<file path="src/rtl/gpio_edge_pkg.sv">
package gpio_edge_pkg;

    // Register offsets; software depends on these values.
    localparam int unsigned OFS_LEVEL    = 32'h00;
    localparam int unsigned OFS_PEND     = 32'h0C;
    localparam int unsigned OFS_DOUT_SET = 32'h14;
    localparam int unsigned OFS_DOUT_CLR = 32'h18;
    localparam int unsigned OFS_DRV_SET  = 32'h1C;
    localparam int unsigned OFS_DRV_CLR  = 32'h20;
    localparam int unsigned OFS_RISE_EN  = 32'h28;
    localparam int unsigned OFS_FALL_EN  = 32'h2C;

    typedef enum logic {
        ST_IDLE = 1'b0,
        ST_ACK  = 1'b1
    } bus_state_e;

endpackage

</file>
<file path="src/rtl/gpio_sync.sv">
module gpio_sync #(
    parameter int WIDTH  = 32,
    parameter int STAGES = 2
) (
    input  logic             clk,
    input  logic             rst_n,
    input  logic [WIDTH-1:0] d,
    output logic [WIDTH-1:0] q
);
    logic [WIDTH-1:0] chain [STAGES];

    for (genvar s = 0; s < STAGES; s++) begin : g_stage
        if (s == 0) begin : g_first
            always_ff @(posedge clk or negedge rst_n) begin
                if (!rst_n) chain[0] <= '0;
                else        chain[0] <= d;
            end
        end else begin : g_next
            always_ff @(posedge clk or negedge rst_n) begin
                if (!rst_n) chain[s] <= '0;
                else        chain[s] <= chain[s-1];
            end
        end
    end

    assign q = chain[STAGES-1];

endmodule

</file>
<file path="src/rtl/gpio_bus_fsm.sv">
module gpio_bus_fsm
    import gpio_edge_pkg::*;
#(
    parameter int ADDR_W = 8,
    parameter int DATA_W = 32
) (
    input  logic              clk,
    input  logic              rst_n,
    input  logic              req,
    input  logic              we,
    input  logic [ADDR_W-1:0] addr,
    input  logic [DATA_W-1:0] wdata,
    output logic              ack,
    output logic              acc_we,
    output logic [ADDR_W-1:0] acc_addr,
    output logic [DATA_W-1:0] acc_wdata
);
    bus_state_e state_q, state_d;

    // Next-state selection: accept (IDLE->ACK), complete (ACK->IDLE).
    always_comb begin
        state_d = state_q;
        unique case (state_q)
            ST_IDLE: if (req) state_d = ST_ACK;
            ST_ACK:  state_d = ST_IDLE;
        endcase
    end

    // State register.
    always_ff @(posedge clk or negedge rst_n) begin
        if (!rst_n) state_q <= ST_IDLE;
        else        state_q <= state_d;
    end

    // Capture of the accepted request.
    always_ff @(posedge clk or negedge rst_n) begin
        if (!rst_n) begin
            acc_we    <= 1'b0;
            acc_addr  <= '0;
            acc_wdata <= '0;
        end else if (state_q == ST_IDLE && req) begin
            acc_we    <= we;
            acc_addr  <= addr;
            acc_wdata <= wdata;
        end
    end

    // Outputs.
    always_comb begin
        ack = (state_q == ST_ACK);
    end

    // an accepted request is acknowledged on the next cycle.
    assert_req_acked_R2: assert property (@(posedge clk) disable iff (!rst_n)
        (req && !ack) |=> ack);
    // the acknowledge lasts a single cycle.
    assert_ack_single_R2: assert property (@(posedge clk) disable iff (!rst_n)
        ack |=> !ack);

endmodule

</file>
<file path="src/rtl/gpio_irq_ctrl.sv">
module gpio_irq_ctrl #(
    parameter int WIDTH = 32
) (
    input  logic             clk,
    input  logic             rst_n,
    input  logic [WIDTH-1:0] lvl,
    input  logic [WIDTH-1:0] rise_en,
    input  logic [WIDTH-1:0] fall_en,
    input  logic [WIDTH-1:0] clr_mask,
    output logic [WIDTH-1:0] pending,
    output logic             irq
);
    logic [WIDTH-1:0] prev_q;
    logic [WIDTH-1:0] pend_q;
    logic [WIDTH-1:0] edge_hit;

    always_comb begin
        edge_hit = (lvl & ~prev_q & rise_en) | (~lvl & prev_q & fall_en);
    end

    always_ff @(posedge clk or negedge rst_n) begin
        if (!rst_n) begin
            prev_q <= '0;
            pend_q <= '0;
        end else begin
            prev_q <= lvl;
            pend_q <= (pend_q & ~clr_mask) | edge_hit;   // set wins
        end
    end

    assign pending = pend_q;
    assign irq     = |pend_q;

    // an edge and a clear on the same bit leave it set.
    assert_set_wins_R9: assert property (@(posedge clk) disable iff (!rst_n)
        ((edge_hit & clr_mask) != '0) |=>
        ((pend_q & $past(edge_hit & clr_mask)) == $past(edge_hit & clr_mask)));
    // cleared bits without a coincident edge are zero afterwards.
    assert_clear_R8: assert property (@(posedge clk) disable iff (!rst_n)
        (clr_mask != '0) |=> ((pend_q & $past(clr_mask & ~edge_hit)) == '0));
    // no pending bit appears without a detected enabled edge.
    assert_no_spurious_R7: assert property (@(posedge clk) disable iff (!rst_n)
        (edge_hit == '0) |=> ((pend_q & ~$past(pend_q)) == '0));
    // interrupt drops only when nothing remains pending.
    assert_irq_low_R10: assert property (@(posedge clk) disable iff (!rst_n)
        (pend_q == '0 && edge_hit == '0) |=> !irq);
    assert_irq_held_R10: assert property (@(posedge clk) disable iff (!rst_n)
        ((pend_q & ~clr_mask) != '0) |=> irq);

endmodule

</file>
<file path="src/rtl/gpio_edge_bank.sv">
module gpio_edge_bank
    import gpio_edge_pkg::*;
#(
    parameter int NPINS       = 32,
    parameter int ADDR_W      = 8,
    parameter int DATA_W      = 32,
    parameter int SYNC_STAGES = 2
) (
    input  logic              clk,
    input  logic              rst_n,
    input  logic              bus_req,
    input  logic              bus_we,
    input  logic [ADDR_W-1:0] bus_addr,
    input  logic [DATA_W-1:0] bus_wdata,
    output logic [DATA_W-1:0] bus_rdata,
    output logic              bus_ack,
    input  logic [NPINS-1:0]  gpio_in,
    output logic [NPINS-1:0]  gpio_out,
    output logic [NPINS-1:0]  gpio_oe,
    output logic              irq
);
    localparam int PAD_W = DATA_W - NPINS;

    logic              acc_we;
    logic [ADDR_W-1:0] acc_addr;
    logic [DATA_W-1:0] acc_wdata;
    logic [NPINS-1:0]  wmask;
    logic [NPINS-1:0]  lvl_sync;
    logic [NPINS-1:0]  pend;
    logic [NPINS-1:0]  out_q, oe_q, rise_q, fall_q;
    logic              wr;
    logic              wr_dout_set, wr_dout_clr, wr_drv_set, wr_drv_clr;
    logic              wr_rise, wr_fall, wr_pend;
    logic [NPINS-1:0]  clr_mask;

    gpio_bus_fsm #(.ADDR_W(ADDR_W), .DATA_W(DATA_W)) u_fsm (
        .clk(clk), .rst_n(rst_n),
        .req(bus_req), .we(bus_we), .addr(bus_addr), .wdata(bus_wdata),
        .ack(bus_ack), .acc_we(acc_we), .acc_addr(acc_addr), .acc_wdata(acc_wdata)
    );

    gpio_sync #(.WIDTH(NPINS), .STAGES(SYNC_STAGES)) u_sync (
        .clk(clk), .rst_n(rst_n), .d(gpio_in), .q(lvl_sync)
    );

    assign wmask       = acc_wdata[NPINS-1:0];
    assign wr          = bus_ack && acc_we;
    assign wr_dout_set = wr && (acc_addr == ADDR_W'(OFS_DOUT_SET));
    assign wr_dout_clr = wr && (acc_addr == ADDR_W'(OFS_DOUT_CLR));
    assign wr_drv_set  = wr && (acc_addr == ADDR_W'(OFS_DRV_SET));
    assign wr_drv_clr  = wr && (acc_addr == ADDR_W'(OFS_DRV_CLR));
    assign wr_rise     = wr && (acc_addr == ADDR_W'(OFS_RISE_EN));
    assign wr_fall     = wr && (acc_addr == ADDR_W'(OFS_FALL_EN));
    assign wr_pend     = wr && (acc_addr == ADDR_W'(OFS_PEND));
    assign clr_mask    = wr_pend ? wmask : '0;

    always_ff @(posedge clk or negedge rst_n) begin
        if (!rst_n) begin
            out_q  <= '0;
            oe_q   <= '0;
            rise_q <= '0;
            fall_q <= '0;
        end else begin
            out_q <= (out_q | (wr_dout_set ? wmask : '0)) & ~(wr_dout_clr ? wmask : '0);
            oe_q  <= (oe_q  | (wr_drv_set  ? wmask : '0)) & ~(wr_drv_clr  ? wmask : '0);
            if (wr_rise) rise_q <= wmask;
            if (wr_fall) fall_q <= wmask;
        end
    end

    gpio_irq_ctrl #(.WIDTH(NPINS)) u_irq (
        .clk(clk), .rst_n(rst_n),
        .lvl(lvl_sync), .rise_en(rise_q), .fall_en(fall_q),
        .clr_mask(clr_mask), .pending(pend), .irq(irq)
    );

    // Read mux: only readable offsets return data, only during a read acknowledge.
    always_comb begin
        bus_rdata = '0;
        if (bus_ack && !acc_we) begin
            case (acc_addr)
                ADDR_W'(OFS_LEVEL):   bus_rdata = DATA_W'({{PAD_W{1'b0}}, lvl_sync});
                ADDR_W'(OFS_PEND):    bus_rdata = DATA_W'({{PAD_W{1'b0}}, pend});
                ADDR_W'(OFS_RISE_EN): bus_rdata = DATA_W'({{PAD_W{1'b0}}, rise_q});
                ADDR_W'(OFS_FALL_EN): bus_rdata = DATA_W'({{PAD_W{1'b0}}, fall_q});
                default:              bus_rdata = '0;
            endcase
        end
    end

    assign gpio_out = out_q;
    assign gpio_oe  = oe_q;

    // output data moves only on its set/clear strobes.
    assert_dout_hold_R4: assert property (@(posedge clk) disable iff (!rst_n)
        !(wr_dout_set || wr_dout_clr) |=> $stable(gpio_out));
    // output enable moves only on its set/clear strobes.
    assert_oe_hold_R5: assert property (@(posedge clk) disable iff (!rst_n)
        !(wr_drv_set || wr_drv_clr) |=> $stable(gpio_oe));
    // no read data outside an acknowledge.
    assert_rdata_idle_R2: assert property (@(posedge clk) disable iff (!rst_n)
        !bus_ack |-> (bus_rdata == '0));

endmodule

</file>
<file path="config.mk">
export PLATFORM = sky130hd
export DESIGN_NAME = gpio_edge_bank
export DESIGN_NICKNAME = d
export VERILOG_FILES = /design/src/rtl/gpio_edge_pkg.sv /design/src/rtl/gpio_sync.sv /design/src/rtl/gpio_bus_fsm.sv /design/src/rtl/gpio_irq_ctrl.sv /design/src/rtl/gpio_edge_bank.sv
export SDC_FILE = /design/constraint.sdc
export NUM_CORES = 1
export LEC_CHECK = 0
export BUFFER_PORTS_ARGS = -buffer_cell sky130_fd_sc_hd__buf_2
export CORE_UTILIZATION = 49
export DETAILED_ROUTE_END_ITERATION = 8
export PLACE_DENSITY = 0.77
export SKIP_CTS_REPAIR_TIMING = 1
export SYNTH_ARGS = -nofsm -noshare
export SYNTH_HDL_FRONTEND = slang
export SYNTH_SLANG_ARGS = --single-unit
</file>
<file path="constraint.sdc">
create_clock -name clk -period 2.6 [get_ports clk]
set_clock_uncertainty 0.2 [all_clocks]
set_input_delay 0.13 -clock clk [delete_from_list [all_inputs] [get_ports clk]]
set_output_delay 0.13 -clock clk [all_outputs]
set_load 0.01 [all_outputs]
</file>
==> impl_results.rst <==
.. list-table::
   :header-rows: 1

   * - Metric
     - Value
   * - Proportion of layout cells with a drive suffix above 1
     - 0.276
   * - Number of cells traversed by the worst register-to-register path
     - 5
   * - Combinational share of power
     - 0.133
   * - Dominant delay contributor by cell family on the critical path
     - buffers and inverters
   * - Reported net switching power
     - between 3 and 4 mW
   * - Fraction of the yosys area taken by sequential cells
     - 0.585
   * - Bufs and invs on worst path
     - 4
   * - Antenna Violating Nets Remaining
     - 0
   * - Final antenna diode count
     - 0
   * - VDD IR max
     - just under 0.0006 V
   * - Hold Path Class
     - input port to asynchronous set/reset pin
   * - Worst-case register-to-register setup slack
     - approximately 290 ps
   * - Required time worst endpoint
     - 2270 ps
   * - Worst Setup Start Kind
     - flop
   * - Max Cap Violations
     - 0
   * - Cell types with the largest area share after synthesis
     - dfrtp_1 (59%), mux2_1 (7.2%), mux2_2 (4.9%)
   * - Floorplan row count
     - a little under 60
   * - Total Routing Usage GR
     - 0.259
   * - CTS Root Buffer Type
     - clkbuf_16
   * - DRT iter0 DRCs
     - approximately 820
   * - Wire length of the first global-routing pass
     - approximately 54000 um
   * - Total of endpoints with negative setup slack in the final report
     - 0
   * - TritonCTS clock tree
     - built
   * - Global-route track usage on met2
     - 0.396
   * - Area share of the leading cell type in the synthesized netlist
     - 0.585
   * - Count of mapped cells out of synthesis
     - ~1000
   * - Routed Wire Length
     - 35000 um
   * - Clock network latency to the later pin of the worst-skew pair
     - between 500 and 600 ps
   * - Nature of the critical path endpoint
     - output pin
   * - Die Width
     - ~160 um
   * - Vertical die dimension
     - between 150 and 200 um
   * - Largest driver fanout on the critical path
     - 15
   * - Design internal power
     - 8.94 mW
   * - Count of different cell masters after synthesis
     - 38
   * - Syn-to-layout area delta
     - 26.9%
   * - Average cell area after synthesis
     - 12.3 sq um
   * - Detailed placer's ending HPWL
     - about 21000 um
   * - Pre-Repair DR Iteration Count
     - 5
   * - Final Hold Vio Count
     - 25
   * - I/O pin cnt
     - ~170
   * - Status
     - finished with violations
   * - RR Endpoint
     - fall_q[2]
   * - Signal arrival time at the worst endpoint
     - approximately 2300 ps
   * - Most common cell after layout, fill and taps aside
     - dfrtp_1
   * - H-tree depth
     - 2
   * - Mapped Nets
     - 1111
   * - Min Hold Slack
     - -16.9 ps
   * - Max-slew violation total from the final report
     - 0
   * - Part of the total power dissipated in sequential elements
     - 0.465
   * - Overflow after GRT
     - 0
   * - Leakage
     - between 7 and 8 nW
   * - Clock power share
     - 0.402
   * - Flip-flop and latch count after synthesis
     - 298
   * - Met3 track utilization from global routing
     - 0.0698
   * - Total core area
     - 25300 sq um
   * - Num Clock Sinks
     - around 300
   * - GR Layer Usage met1
     - 0.356
   * - Initial cell density of the core
     - 0.503
   * - Power Total
     - 12.3 mW
   * - Ratio of final minimum period to clock period
     - 0.991
   * - Area enclosed by the die boundary
     - 26700 sq um
   * - Top achievable clock speed
     - about 390 MHz
   * - Minimum period implied by the final worst setup slack
     - 2580 ps
   * - Headroom to the max-slew limit
     - 0.619
   * - Maximum number of pins on one net before global-route repair
     - 77
   * - FF-to-FF Start
     - u_fsm.acc_addr[6]
   * - Synthesized cell area
     - ~13000 sq um
   * - DRC viols
     - 0
   * - Classification of the worst setup path
     - flop to output pin
   * - Final weighted congestion of routability-driven global placement
     - around 0.78
   * - Synthesis Warnings
     - 0
   * - Total number of nets in the final design
     - approximately 1400
   * - Highest-count cells in the layout ignoring fill and taps
     - dfrtp_1 (294), buf_2 (174), mux2_1 (81), dlygate4sd3_1 (75), a41oi_1 (64)
   * - Via-per-instance ratio
     - 6.11
   * - Slew at the pin with the worst max-slew slack
     - 570 ps
   * - Pwr Density
     - 762 nW/um^2
   * - Number of enable-type register cells in the synthesized netlist
     - 0
   * - Most numerous cell on the critical path
     - buf_2
   * - Cells along the critical path
     - buf_6 -> nor4bb_4 -> buf_4 -> buf_2 -> nand3_1 -> a21oi_1 -> buf_2
   * - Total number of vias
     - roughly 10000
   * - Highest-delay cell along the critical path
     - dfrtp_2
   * - Vias in the first global route
     - 9705
   * - Maximum count of clock buffers along a single path
     - 3
   * - Violated checks
     - negative hold slack
   * - Launching element of the worst setup path
     - u_fsm.acc_addr[3]
   * - DR WL/cell
     - between 20 and 25 um
   * - Number of buffers added by the clock tree synthesis step
     - 34
   * - Fraction of synthesis flops using an asynchronous set or reset pin
     - 1.00
   * - Most used flip-flop cell after synthesis
     - dfrtp_1
   * - CP max stage delay
     - ~430 ps
   * - Worst-path clk slew
     - around 60 ps
   * - Cell type with the largest total area after synthesis
     - dfrtp_1
   * - Count of buffers from port buffering
     - around 170
   * - Number of antenna violations at the first check in global routing
     - 1
   * - Switching portion of total power
     - 0.275
   * - Layer with the highest usage
     - met2
state kept, by name (all words and copies together) (netlist names):
name,count
fall_q,32
gpio_oe,32
gpio_out,32
rise_q,32
u_fsm.acc_addr,8
u_fsm.acc_wdata,32
u_fsm.acc_we,1
u_fsm.ack,1
u_irq.pending,32
u_irq.prev_q,32
u_sync.chain,32
u_sync.q,32
area by class of cell:
type                            count  area, sq um
Clock buffer                       44          980
Timing Repair Buffer              297         2160
Multi-Input combinational cell    648         4940
Fill cell                        1856         9150
Sequential cell                   298         7460
Inverter                            1         3.75
Clock inverter                     18          206
Tap cell                          330          413
metal layers:
metal	part of all wire	wire length, um
met2	0.47	16500
met4	0.028	981
met3	0.077	2710
met1	0.42	14700
met5	0.00029	10
metrics by stage:
stage	TNS [ps]	area, sq um	utilization	cells	setup slack, ps
CTS	-955	15300	0.604	1550	-122
detailed placement	0	14100	0.557	1488	350
finish	0	16200	0.639	1636	24.3
floorplan	0	12700	-	1035	663
global placement	0	14100	0.557	1488	424
global route	-211	16200	0.639	1636	-29.1
worst max-delay path by stage:
stage                    endpoint  slack, ps  cells after the start
floorplan              rise_q[10]        660                      5
global placement       rise_q[23]        420                      4
detailed placement     rise_q[30]        350                      4
CTS                 bus_rdata[14]       -120                      5
global route        bus_rdata[31]        -30                      7
finish              bus_rdata[18]         20                      7
synth_stat cells (2+ instances only):
cell      count
clkbuf_1     43
nand3_1      32
nand2_1      32
nor3b_1      32
a21o_1       32
and3_1       32
mux2_1       81
buf_4         2
o21a_1       32
a21oi_1      64
nand3b_1     32
and4bb_1      2
buf_6         3
nor2_1       32
nor2b_1       3
a41oi_1      64
buf_2        28
buf_1         9
buf_8         3
nand4_1      34
and4_1        3
nor4b_2       2
dfrtp_1     298
mux2_2       56
o211ai_1     32
nor4_1        9
o21ai_0      32
power by group through the flow:
stage | logic, mW | registers (mW) | clock network [mW]
6_report | 1.64 | 5.74 | 4.96
5_1_grt | 1.78 | 5.79 | 5.23
4_1_cts | 1.49 | 5.72 | 5.02
3_5_place_dp | 1.48 | 5.79 | 0
3_3_place_gp | 1.43 | 5.77 | 0
2_1_floorplan | 0.973 | 5.55 | 0
cells by family after synthesis:
kind of cell / count (synthesis) / share of synthesized area
buffers and inverters: 89 / 0.0340
AOI/OAI and AO/OA: 258 / 0.140
DFF: 298 / 0.585
and+or+nand+nor: 253 / 0.120
muxes: 137 / 0.121
Power figures use the tool's default switching activity.
